[config.mk]
export PLATFORM = sky130hd
export DESIGN_NAME = tmr_oc_unit
export DESIGN_NICKNAME = d
export VERILOG_FILES = /design/src/rtl/oc_pkg.sv /design/src/rtl/oc_counter.sv /design/src/rtl/oc_link.sv /design/src/rtl/oc_channel.sv /design/src/rtl/tmr_oc_unit.sv
export SDC_FILE = /design/constraint.sdc
export NUM_CORES = 1
export LEC_CHECK = 0
export BUFFER_PORTS_ARGS = -buffer_cell sky130_fd_sc_hd__buf_4
export CORE_UTILIZATION = 60
export CTS_BUF_LIST = sky130_fd_sc_hd__clkbuf_4 sky130_fd_sc_hd__clkbuf_8
export DETAILED_ROUTE_END_ITERATION = 7
export GPL_ROUTABILITY_DRIVEN = 1
export PLACE_DENSITY_LB_ADDON = 0.25
export SKIP_LAST_GASP = 1
export SLEW_MARGIN = 10
export SYNTH_ARGS = -nofsm -noshare
export SYNTH_HDL_FRONTEND = slang
export SYNTH_HIERARCHICAL = 1
export SYNTH_SLANG_ARGS = --single-unit
[constraint.sdc]
create_clock -name clk -period 2.85 [get_ports clk]
set_clock_uncertainty 0.1 [all_clocks]
set_input_delay 0.7125 -clock clk [delete_from_list [all_inputs] [get_ports clk]]
set_output_delay 0.7125 -clock clk [all_outputs]
set_load 0.01 [all_outputs]
[src/rtl/oc_pkg.sv]
package oc_pkg;
  localparam int ADDR_W = 3;

  localparam logic [ADDR_W-1:0] A_CTRL  = 3'd0;
  localparam logic [ADDR_W-1:0] A_MOD   = 3'd1;
  localparam logic [ADDR_W-1:0] A_CMPA  = 3'd2;
  localparam logic [ADDR_W-1:0] A_CMPB  = 3'd3;
  localparam logic [ADDR_W-1:0] A_FLAGS = 3'd4;
  localparam logic [ADDR_W-1:0] A_COUNT = 3'd5;

  typedef enum logic [1:0] {
    ACT_NONE = 2'b00,
    ACT_TOG  = 2'b01,
    ACT_CLR  = 2'b10,
    ACT_SET  = 2'b11
  } act_e;

  typedef struct packed {
    act_e act1;
    act_e act0;
    logic ie1;
    logic ie0;
    logic ovf_ie;
    logic link;
    logic run;
  } ctrl_t;

  localparam int CTRL_W = $bits(ctrl_t);
  localparam int FLAG_W = 3;
endpackage

[src/rtl/oc_counter.sv]
module oc_counter #(
  parameter int CNT_W = 16
) (
  input  logic             clk,
  input  logic             rst,
  input  logic             run,
  input  logic             load,
  input  logic [CNT_W-1:0] load_val,
  input  logic [CNT_W-1:0] modv,
  output logic [CNT_W-1:0] cnt,
  output logic             wrap
);
  assign wrap = run && (cnt == modv);

  always_ff @(posedge clk) begin
    if (rst)       cnt <= '0;
    else if (load) cnt <= load_val;
    else if (run)  cnt <= wrap ? '0 : cnt + 1'b1;
  end

  a_r1_wrap_to_zero: assert property (@(posedge clk) disable iff (rst)
    (run && !load && cnt == modv) |=> (cnt == '0));
  a_r1_hold_when_idle: assert property (@(posedge clk) disable iff (rst)
    (!run && !load) |=> $stable(cnt));
endmodule

[src/rtl/oc_link.sv]
module oc_link #(
  parameter int CNT_W = 16
) (
  input  logic             clk,
  input  logic             rst,
  input  logic             run,
  input  logic             link,
  input  logic [CNT_W-1:0] cnt,
  input  logic [CNT_W-1:0] cmp_a,
  input  logic [CNT_W-1:0] cmp_b,
  output logic [1:0]       fire,
  output logic [1:0]       hit
);
  logic owner;
  logic eq_a, eq_b, own_eq;

  assign eq_a   = run && (cnt == cmp_a);
  assign eq_b   = run && (cnt == cmp_b);
  assign own_eq = owner ? eq_b : eq_a;

  always_comb begin
    if (link) begin
      fire = {1'b0, own_eq};
      hit  = owner ? {own_eq, 1'b0} : {1'b0, own_eq};
    end else begin
      fire = {eq_b, eq_a};
      hit  = {eq_b, eq_a};
    end
  end

  always_ff @(posedge clk) begin
    if (rst || !link) owner <= 1'b0;
    else if (own_eq)  owner <= ~owner;
  end

  a_r6_handover: assert property (@(posedge clk) disable iff (rst)
    (link && (hit != 2'b00)) |=> (owner != $past(owner)));
  a_r6_one_owner: assert property (@(posedge clk) disable iff (rst)
    link |-> $onehot0(hit));
  a_r7_idle_keeps_owner: assert property (@(posedge clk) disable iff (rst)
    (link && hit == 2'b00) |=> $stable(owner));
endmodule

[src/rtl/oc_channel.sv]
module oc_channel
  import oc_pkg::*;
(
  input  logic clk,
  input  logic rst,
  input  logic fire,
  input  act_e act,
  input  logic force_idle,
  output logic pin
);
  always_ff @(posedge clk) begin
    if (rst || force_idle) pin <= 1'b0;
    else if (fire) begin
      case (act)
        ACT_TOG: pin <= ~pin;
        ACT_CLR: pin <= 1'b0;
        ACT_SET: pin <= 1'b1;
        default: pin <= pin;
      endcase
    end
  end

  a_r2_set: assert property (@(posedge clk) disable iff (rst)
    (fire && act == ACT_SET && !force_idle) |=> pin);
  a_r2_clear: assert property (@(posedge clk) disable iff (rst)
    (fire && act == ACT_CLR) |=> !pin);
  a_r2_toggle: assert property (@(posedge clk) disable iff (rst)
    (fire && act == ACT_TOG && !force_idle) |=> (pin != $past(pin)));
  a_r2_quiet: assert property (@(posedge clk) disable iff (rst)
    (!fire && !force_idle) |=> $stable(pin));
  a_r8_idle_low: assert property (@(posedge clk) disable iff (rst)
    force_idle |=> !pin);
endmodule

[src/rtl/tmr_oc_unit.sv]
module tmr_oc_unit
  import oc_pkg::*;
#(
  parameter int CNT_W = 16
) (
  input  logic              clk,
  input  logic              rst,
  input  logic              wr_en,
  input  logic [ADDR_W-1:0] wr_addr,
  input  logic [CNT_W-1:0]  wr_data,
  input  logic [ADDR_W-1:0] rd_addr,
  output logic [CNT_W-1:0]  rd_data,
  output logic [CNT_W-1:0]  tmr_count,
  output logic [1:0]        cmp_pin,
  output logic              irq
);
  localparam int NCH = 2;

  ctrl_t            ctrl_q;
  logic [CNT_W-1:0] mod_q;
  logic [CNT_W-1:0] cmp_q [NCH];
  logic [FLAG_W-1:0] flags_q;
  logic [FLAG_W-1:0] set_vec, clr_vec, ie_vec;
  logic [1:0]       fire, hit;
  logic             wrap;
  logic             cnt_load;
  act_e             act_v [NCH];
  logic             idle_v [NCH];

  assign cnt_load = wr_en && (wr_addr == A_COUNT);

  always_ff @(posedge clk) begin
    if (rst) begin
      ctrl_q <= '0;
      mod_q  <= '1;
      cmp_q[0] <= '0;
      cmp_q[1] <= '0;
    end else if (wr_en) begin
      case (wr_addr)
        A_CTRL: ctrl_q   <= ctrl_t'(wr_data[CTRL_W-1:0]);
        A_MOD:  mod_q    <= wr_data;
        A_CMPA: cmp_q[0] <= wr_data;
        A_CMPB: cmp_q[1] <= wr_data;
        default: ;
      endcase
    end
  end

  oc_counter #(.CNT_W(CNT_W)) u_cnt (
    .clk(clk), .rst(rst), .run(ctrl_q.run), .load(cnt_load),
    .load_val(wr_data), .modv(mod_q), .cnt(tmr_count), .wrap(wrap)
  );

  oc_link #(.CNT_W(CNT_W)) u_link (
    .clk(clk), .rst(rst), .run(ctrl_q.run), .link(ctrl_q.link),
    .cnt(tmr_count), .cmp_a(cmp_q[0]), .cmp_b(cmp_q[1]),
    .fire(fire), .hit(hit)
  );

  assign act_v[0]  = ctrl_q.act0;
  assign act_v[1]  = ctrl_q.act1;
  assign idle_v[0] = 1'b0;
  assign idle_v[1] = ctrl_q.link;

  for (genvar g = 0; g < NCH; g++) begin : g_ch
    oc_channel u_ch (
      .clk(clk), .rst(rst), .fire(fire[g]), .act(act_v[g]),
      .force_idle(idle_v[g]), .pin(cmp_pin[g])
    );
  end

  assign set_vec = {hit, wrap};
  assign clr_vec = (wr_en && wr_addr == A_FLAGS) ? wr_data[FLAG_W-1:0] : '0;
  assign ie_vec  = {ctrl_q.ie1, ctrl_q.ie0, ctrl_q.ovf_ie};

  always_ff @(posedge clk) begin
    if (rst) flags_q <= '0;
    else     flags_q <= (flags_q & ~clr_vec) | set_vec;
  end

  assign irq = |(flags_q & ie_vec);

  always_comb begin
    case (rd_addr)
      A_CTRL:  rd_data = CNT_W'(ctrl_q);
      A_MOD:   rd_data = mod_q;
      A_CMPA:  rd_data = cmp_q[0];
      A_CMPB:  rd_data = cmp_q[1];
      A_FLAGS: rd_data = CNT_W'(flags_q);
      A_COUNT: rd_data = tmr_count;
      default: rd_data = '0;
    endcase
  end

  a_r9_ovf_flag: assert property (@(posedge clk) disable iff (rst)
    (ctrl_q.run && !cnt_load && tmr_count == mod_q) |=> flags_q[0]);
  a_r3_cmp_flag: assert property (@(posedge clk) disable iff (rst)
    hit[0] |=> flags_q[1]);
  a_r10_w1c: assert property (@(posedge clk) disable iff (rst)
    (wr_en && wr_addr == A_FLAGS && wr_data[1] && !hit[0]) |=> !flags_q[1]);
  a_r10_sticky: assert property (@(posedge clk) disable iff (rst)
    (flags_q[2] && !(wr_en && wr_addr == A_FLAGS && wr_data[2])) |=> flags_q[2]);
endmodule

Word-level counts from Yosys, hierarchy flattened. Memories as Yosys holds them, arrays and structs flattened. Index checks and enable logic that the tools add are counted. Widths: inputs -> output; s select.

Flip-flop bits (word level): 47. Bits in writable memories: 32. Input bits: 25. Output and inout bits: 35. Memories kept: 1.

$add $sub $neg: 1. Eq/ne operators: 19. Multiplexer cells: 23. Bitwise gates (word level): 9. Reduce and logical (&&, ||, !) cells: 18.

Memories: cmp_q (depth 2, bits a word 16, read ports 2, clocked after Yosys merged registers in 0, wr ports 2, RTL line tmr_oc_unit.sv:21) `logic [CNT_W-1:0] cmp_q [NCH];`.

Operators by type and width (count): $pmux 16 s6 (1); $mux 16 (5); $eq 16x16->1 (3); $add 16x1->16 const B (1); $eq 3x2->1 const B (4); $eq 3x3->1 const B (4); $mux 1 (11); $eq 2x2->1 const B (4); $reduce_and 2->1 (4); $and 3x3->3 (2); $eq 3x1->1 const B (2); $logic_not 3->1 (2); $mux 2 (3); $pmux 1 s3 (2); $reduce_bool 3->1 (2); $logic_and 1x1->1 (5); $eq 2x1->1 const B (2); $mux 3 (1); $not 1->1 (3); $not 3->3 (1); $or 3x3->3 (1); $reduce_or 3->1 (1); $logic_or 1x1->1 (2); $or 1x1->1 (2); 2 further kinds (2).

Logic depth before layout (Yosys ltp). Gate-level depths: netlist (run 1). An unclocked memory read counts as a cell.

Depth after elaboration: 7. Depth in mapped cells: 7.

Hierarchy. Netlist (run 1), hierarchy kept.

Modules (own cells, without submodules): tmr_oc_unit (instances 1, cells an instance 256, area an instance 2815.2 um^2, sequential area each 1521.5 um^2); oc_counter (instances 1, cells an instance 135, area an instance 1154.9 um^2, sequential area each 320.3 um^2); oc_link (instances 1, cells an instance 56, area an instance 442.9 um^2, sequential area each 20.0 um^2); oc_channel (instances 2, cells an instance 6, area an instance 57.6 um^2, sequential area each 20.0 um^2).

Worst setup path after synthesis (run 1). Ideal clock, no wire load.

Kind: in2out. From: in rd_addr[2]. To: out rd_data[5]. Arrival time: 1593 ps. Required time: 2037 ps. Slack: 444 ps. Cell stages on the path: 5. Buffers on the path: 2. Cells stage by stage: buf_2 buf_2 and2_1 a22oi_1 o22ai_1.

Cells in the longest elaborated chain, start to end: 2.

Ends and longest elaborated chain: start: declaration (RTL line tmr_oc_unit.sv:11) `input logic [ADDR_W-1:0] rd_addr,`; $eq 3x3->1 (tied with other cells) (RTL line tmr_oc_unit.sv:84) `case (rd_addr)`; $pmux 16 s6 * (RTL line tmr_oc_unit.sv:84); end: declaration (RTL line tmr_oc_unit.sv:12) `output logic [CNT_W-1:0] rd_data,`.

Mark *: on every way between the ends. The rest lies on a longest branch, timed or not.

Final worst setup path (run 1).
From: in rd_addr[0]. To: out rd_data[14].

The elaborated chain is that of the path after synthesis.

==> flow_summary.json, run 1 <==
{
  "run_status": "complete, no violations",
  "power_density_nw_per_um2": 476,
  "worstSkewPairLatency_ps": 360,
  "vias": 3992,
  "maxCapViolations": 0,
  "fp-row-count": 31,
  "tightest_slew_ps": 556,
  "synth-edff-count": 32,
  "grt_pass1_vias": 3603,
  "cts.sinks": 79,
  "ys_seq_area_share_pct": 42.0,
  "critPathCaptureType": "output port",
  "core_area_um2": 7290,
  "cts_setup_buffers": 0,
  "cts-root-buf": "clkbuf_8",
  "leakage_uw": 0.00196,
  "ys_types": 55,
  "ys.flop_type": "dfxtp_1",
  "hold_viol_final": 0,
  "fin_nets": 552,
  "synth_area_per_cell_um2": 9.87,
  "fin_crit_sh_pct": 95.4,
  "die_area_um2": 7900,
  "register_area_um2": 1900,
  "hold_path_class": "flip-flop to flip-flop",
  "worst_path_max_delay_cell": "nor2_1",
  "cts_tree": "yes",
  "hold_start": "ctrl_q[2]$_SDFFE_PP0P_",
  "dpl_worst_slack_ps": 210,
  "setup_viol": 0,
  "diodes": 0,
  "r2r_start": "cmp_q[0][13]$_DFFE_PP_",
  "drive_gt1_share_pct": 21.5,
  "cts_hold_buf": 0,
  "grt_pass1_wl_um": 19300,
  "slew_violations": 0,
  "die_w_um": 88.9,
  "fillers": 567,
  "totalWireLength_um": 12800,
  "setup_slack_ps": 132,
  "max_stage_delay_ps": 370,
  "htreeDepth": 3,
  "drtIter0Drc": 505,
  "fin_setup_tns_ps": 0,
  "netlist_area_um2": 4530,
  "netlist_instances": 459,
  "track_usage_pct": 33.8,
  "cts_buffers": 9,
  "drcViolationCount": 0,
  "reg2reg_depth": 7,
  "ys_async_sr_fraction_pct": 0,
  "vdd_drop_max_mv": 0.256,
  "holdPathStages": 2,
  "cts_buffer_depth": 2,
  "dp_hpwl_um": 9450,
  "ys_warn_count": 6,
  "slew_headroom_pct": 62.9,
  "antenna_found_initial": 0,
  "via_per_inst": 6.34,
  "rrSetupSlack_ps": 480,
  "critical_path_class": "input port to output port",
  "wl_per_cell_um": 20.3,
  "ios": 60,
  "initial_core_util_pct": 62.1,
  "multiInputGateArea_um2": 2420,
  "worstPathArrival_ps": 1910,
  "synth_top_area_share_pct": 21.2,
  "cpMostUsedCell": "buf_4",
  "synth_top_area_cell": "edfxtp_1",
  "r2r-end": "g_ch[0].u_ch/pin$_SDFFE_PP0P_",
  "grt_max_degree": 33,
  "critical_path.cell_chain": "buf_4 -> nor2_1 -> buf_4 -> nand3_1 -> o211ai_1 -> buf_4",
  "cts_resized": 0,
  "required_ps": 2040,
  "cts.reportedPaths.clkPinSlew_ps": 80,
  "ant_nets": 0,
  "yosys-top-cells-area": "edfxtp_1, dfxtp_1, xor2_1, xnor2_1, mux2i_1",
  "max_freq_mhz": 368,
  "ys_ff_latch": 79,
  "fin_crit_ps": 2720,
  "syn_to_final_growth_pct": 17.7,
  "grt-ovfl-total": 0,
  "gp_congestion": 0.998,
  "startpoint_type": "input port",
  "drt_pass1_iterations": 5,
  "rsz0062_at_grt": "false",
  "crit_fanout": 21,
  "port_buffers": 59,
  "die_h_um": 88.9,
  "min_to": "ctrl_q[2]$_SDFFE_PP0P_"
}
-- state kept, by name, summed over array words and instances, names as in the netlist --
name and count:
act_v 4, g_ch.u_ch/pin 2, u_link/owner 1, ctrl_q 5, flags_q 3, u_cnt/cnt 16, cmp_q 32, mod_q 16
-- final cells by class --
cell class,instances,area share (%)
clock buffers,10,2.46
clock inverters,6,1.60
inverters,10,0.704
multi-input cells,342,45.4
flip-flops and latches,79,35.7
well taps,99,2.32
repair buffers,84,11.8
-- critical path, delay by kind of cell --
kind / cells / cell delay, ps
compound gates: 1 / 120
buf+inv: 3 / 600
simple gates: 2 / 460
-- cell usage after synthesis (all sizes together) (2+ instances only) --
master,count
nand4,7
o41ai,2
o21a,2
a32o,2
clkbuf,12
nand2,31
o22ai,19
o21bai,3
nor2,13
mux2,9
nor2b,20
nor4,8
dlygate4sd1,2
o211ai,7
a21oi,28
a221oi,4
and4,2
inv,10
or4,2
nor3,4
nor3b,19
edfxtp,32
buf,15
nand2b,3
a22oi,7
nand3,20
nor4b,2
xor2,38
o21ai,4
and2,17
xnor2,24
mux2i,15
a211o,16
a311oi,3
dfxtp,47
o32a,2
-- metrics by stage --
stage          power, uW  std cells  utilization, %  hold WS, ps  cell area [um^2]
2_1_floorplan       1480        460               -          344              4530
3_3_place_gp        1630        614            70.1          369              5110
3_5_place_dp        1630        614            70.1          380              5110
4_1_cts             2540        630            73.1          392              5330
5_1_grt             2620        630            73.1          416              5330
6_report            2540        630            73.1          399              5330
-- where the power goes --
group,internal [uW],switching (uW),total [uW]
sequential,1230,50.0,1280
clock,500,422,922
combinational,155,187,342
-- logic make-up after synthesis --
| group | after synthesis | share of synthesized area [%] |
|---|---|---|
| xor+xnor | 62 | 12.0 |
| other cells | 1 | 0.0828 |
| flops | 79 | 42.0 |
| simple gates | 151 | 19.1 |
| compound gates | 102 | 16.2 |
| buf+inv | 39 | 4.75 |
| fa+ha+maj | 1 | 0.276 |
| mux | 24 | 5.55 |
-- cell usage in the layout, fill, tap and decap left out, types with 2 or more instances in the layout --
cell type / synthesis / final
a32o_1: 2 / 2
dfxtp_1: 47 / 47
and2_1: 17 / 17
bufinv_16: 0 / 2
nor3b_1: 19 / 19
o21bai_1: 2 / 2
a21oi_1: 27 / 27
a221oi_1: 4 / 4
nor2b_1: 20 / 20
nand2b_1: 3 / 3
mux2_2: 7 / 7
o22ai_1: 19 / 19
nand2_1: 31 / 31
nand3_1: 20 / 20
o32a_1: 2 / 2
o21ai_0: 4 / 4
nor4_1: 8 / 8
xnor2_1: 24 / 24
clkbuf_8: 0 / 9
nor2_1: 13 / 13
conb_1: 1 / 2
nand4_1: 7 / 7
inv_1: 10 / 10
nor3_1: 4 / 3
o211ai_1: 7 / 7
xor2_1: 38 / 38
a311oi_1: 3 / 3
a211o_1: 16 / 16
a22oi_1: 7 / 7
mux2_1: 2 / 2
buf_4: 1 / 84
mux2i_1: 15 / 15
edfxtp_1: 32 / 32
o21a_1: 2 / 2
-- worst max path at each step --
stage / from / end / slack, ps / cells past startpoint
final: rd_addr[0] / rd_data[14] / 130 / 6
after global routing: rd_addr[2] / rd_data[0] / 80 / 5
after CTS: rd_addr[2] / rd_data[0] / 210 / 5
after detailed placement: rd_addr[2] / rd_data[0] / 210 / 5
after global placement: rd_addr[0] / rd_data[14] / 240 / 6
after floorplan: rd_addr[2] / rd_data[5] / 440 / 5
-- routing by layer --
metal  vias up  part of all wire [%]  track usage [%]  wire length, um
met4         0                   3.3             16.0              420
met3        32                   9.8             6.53             1260
met2       250                    45             50.6             5820
met1      1885                    41             47.1             5320
met5         -                     0                0                0
li1       1825                     -                -                -
(Power assumes the default switching activity.)
==> run 2, diff against run 1 <==
- CORE_UTILIZATION: 60 -> 45
==> flow_summary.json, run 2 (synthesized netlist as in run 1, its figures left out) <==
{
  "cp-endpoint": "rd_data[15]",
  "critPathCaptureType": "output port",
  "leakage_uw": 0.00194,
  "diodes": 0,
  "antenna_found_initial": 0,
  "htreeDepth": 3,
  "drt_pass1_iterations": 4,
  "worstSkewPairLatency_ps": 360,
  "r2r-end": "g_ch[0].u_ch/pin$_SDFFE_PP0P_",
  "fillers": 913,
  "reg_top3": "cmp_q (32), mod_q (16), u_cnt/cnt (16)",
  "grt_max_degree": 33,
  "startpoint": "rd_addr[0]",
  "switching_share_pct": 26.7,
  "comb_power_share_pct": 13.2,
  "top_register": "cmp_q",
  "rsz0062_at_grt": "false",
  "p_int_uw": 1880,
  "cts_setup_buffers": 0,
  "die_h_um": 102,
  "vdd_drop_max_mv": 0.228,
  "maxCapViolations": 0,
  "die_area_um2": 10500,
  "grt_pass1_vias": 3654,
  "multiInputGateArea_um2": 2420,
  "wl_per_cell_um": 19.7,
  "cts_hold_buf": 0,
  "reg2reg_depth": 7,
  "cts_resized": 0,
  "drive_gt1_share_pct": 20.9,
  "drcViolationCount": 0,
  "cts_buffers": 9,
  "gp_congestion": 0.948,
  "slew_violations": 0,
  "fp-row-count": 36,
  "worstPathArrival_ps": 1850,
  "fin_setup_tns_ps": 0,
  "power_density_nw_per_um2": 481,
  "cts_tree": "yes",
  "track_usage_pct": 26.6,
  "setup_viol": 0,
  "fin_crit_sh_pct": 93.2,
  "ant_nets": 0,
  "critical_path_class": "input port to output port",
  "hold_viol_final": 0,
  "whs_ps": 386,
  "die_w_um": 102,
  "vias": 3849,
  "via_per_inst": 5.84,
  "cpMostUsedCell": "buf_4",
  "holdPathStages": 2,
  "mostFrequentLayoutCell": "buf_4",
  "fin_crit_ps": 2660,
  "cts_buffer_depth": 2,
  "totalWireLength_um": 13000,
  "crit_fanout": 19,
  "cts.reportedPaths.clkPinSlew_ps": 80,
  "max_freq_mhz": 376,
  "cts-root-buf": "clkbuf_8",
  "final_cell_mix": "buf_4, dfxtp_1, xor2_1",
  "r2r_start": "u_cnt/cnt[6]$_SDFFE_PP0P_",
  "fin_nets": 547,
  "run_status": "complete, no violations",
  "register_area_um2": 1900,
  "rrSetupSlack_ps": 360,
  "initial_core_util_pct": 46.3,
  "ios": 60,
  "hold_start": "ctrl_q[2]$_SDFFE_PP0P_",
  "power.switching_uw": 687,
  "max_stage_delay_ps": 350,
  "worst_path_max_delay_cell": "nor2_1",
  "slew_headroom_pct": 31.3,
  "core_area_um2": 9770,
  "startpoint_type": "input port",
  "grt_pass1_wl_um": 20300,
  "critical_path.cell_chain": "buf_4 -> nor2_1 -> buf_4 -> nand3_1 -> o211ai_1 -> buf_4",
  "tightest_slew_ps": 1030,
  "port_buffers": 59,
  "hold_path_class": "flip-flop to flip-flop",
  "power_frac_seq_pct": 49.6,
  "dp_hpwl_um": 9640,
  "p_clk_share_pct": 37.2,
  "syn_to_final_growth_pct": 18.0,
  "drtIter0Drc": 235,
  "largest_reg_flops": 32,
  "grt-ovfl-total": 0,
  "cts.sinks": 79,
  "required_ps": 2040
}
run 2: cell count changes in the layout (fill, tap and decap cells not counted):
cell	before	now
clkinvlp_4	1	0
clkinv_1	1	0
buf_4	84	79
clkinv_2	1	0
clkbuf_4	1	0
inv_6	0	3
inv_4	0	1
run 2: per-stage QoR:
stage	std cells	area, um^2	total power, uW	utilization (%)	setup slack (ps)
after floorplan	460	4530	1480	-	444
after global placement	643	5120	1630	52.4	222
after detailed placement	643	5120	1640	52.4	203
after CTS	659	5340	2590	54.7	194
after global routing	659	5340	2670	54.7	79.5
final	659	5340	2570	54.7	192
run 2: layout make-up:
type | instances | area share, %
clock buffer | 9 | 2.32
timing repair buffer | 79 | 11.1
tap | 133 | 3.11
inverter | 10 | 0.702
sequential | 79 | 35.6
clock inverter | 7 | 1.90
multi-input combinational | 342 | 45.3
run 2: worst min path at each step:
stage | to | slack [ps]
after CTS | ctrl_q[2]$_SDFFE_PP0P_ | 390
after floorplan | ctrl_q[4]$_SDFFE_PP0P_ | 340
final | ctrl_q[2]$_SDFFE_PP0P_ | 390
after global placement | ctrl_q[2]$_SDFFE_PP0P_ | 370
after detailed placement | ctrl_q[2]$_SDFFE_PP0P_ | 370
after global routing | ctrl_q[2]$_SDFFE_PP0P_ | 420
run 2: worst max-delay path: cells and delay by family:
family,cells,cell delay (ps)
buffers and inverters,3,580
AO/OA/AOI/OAI,1,110
AND/OR/NAND/NOR,2,430
run 2: per-layer routing:
layer	vias to the layer above	part of all wire [%]	global-route usage, %
met5	-	0	0
met4	0	1.6	9.78
met3	18	7.4	4.86
met2	152	48	41.0
met1	1872	43	37.2
li1	1807	-	-
run 2: power groups by stage:
stage | sequential (uW) | combinational [uW] | clock (uW)
2_1_floorplan | 1290 | 194 | 0
3_3_place_gp | 1300 | 330 | 0
3_5_place_dp | 1300 | 334 | 0
4_1_cts | 1270 | 336 | 975
5_1_grt | 1280 | 364 | 1020
6_report | 1280 | 338 | 956
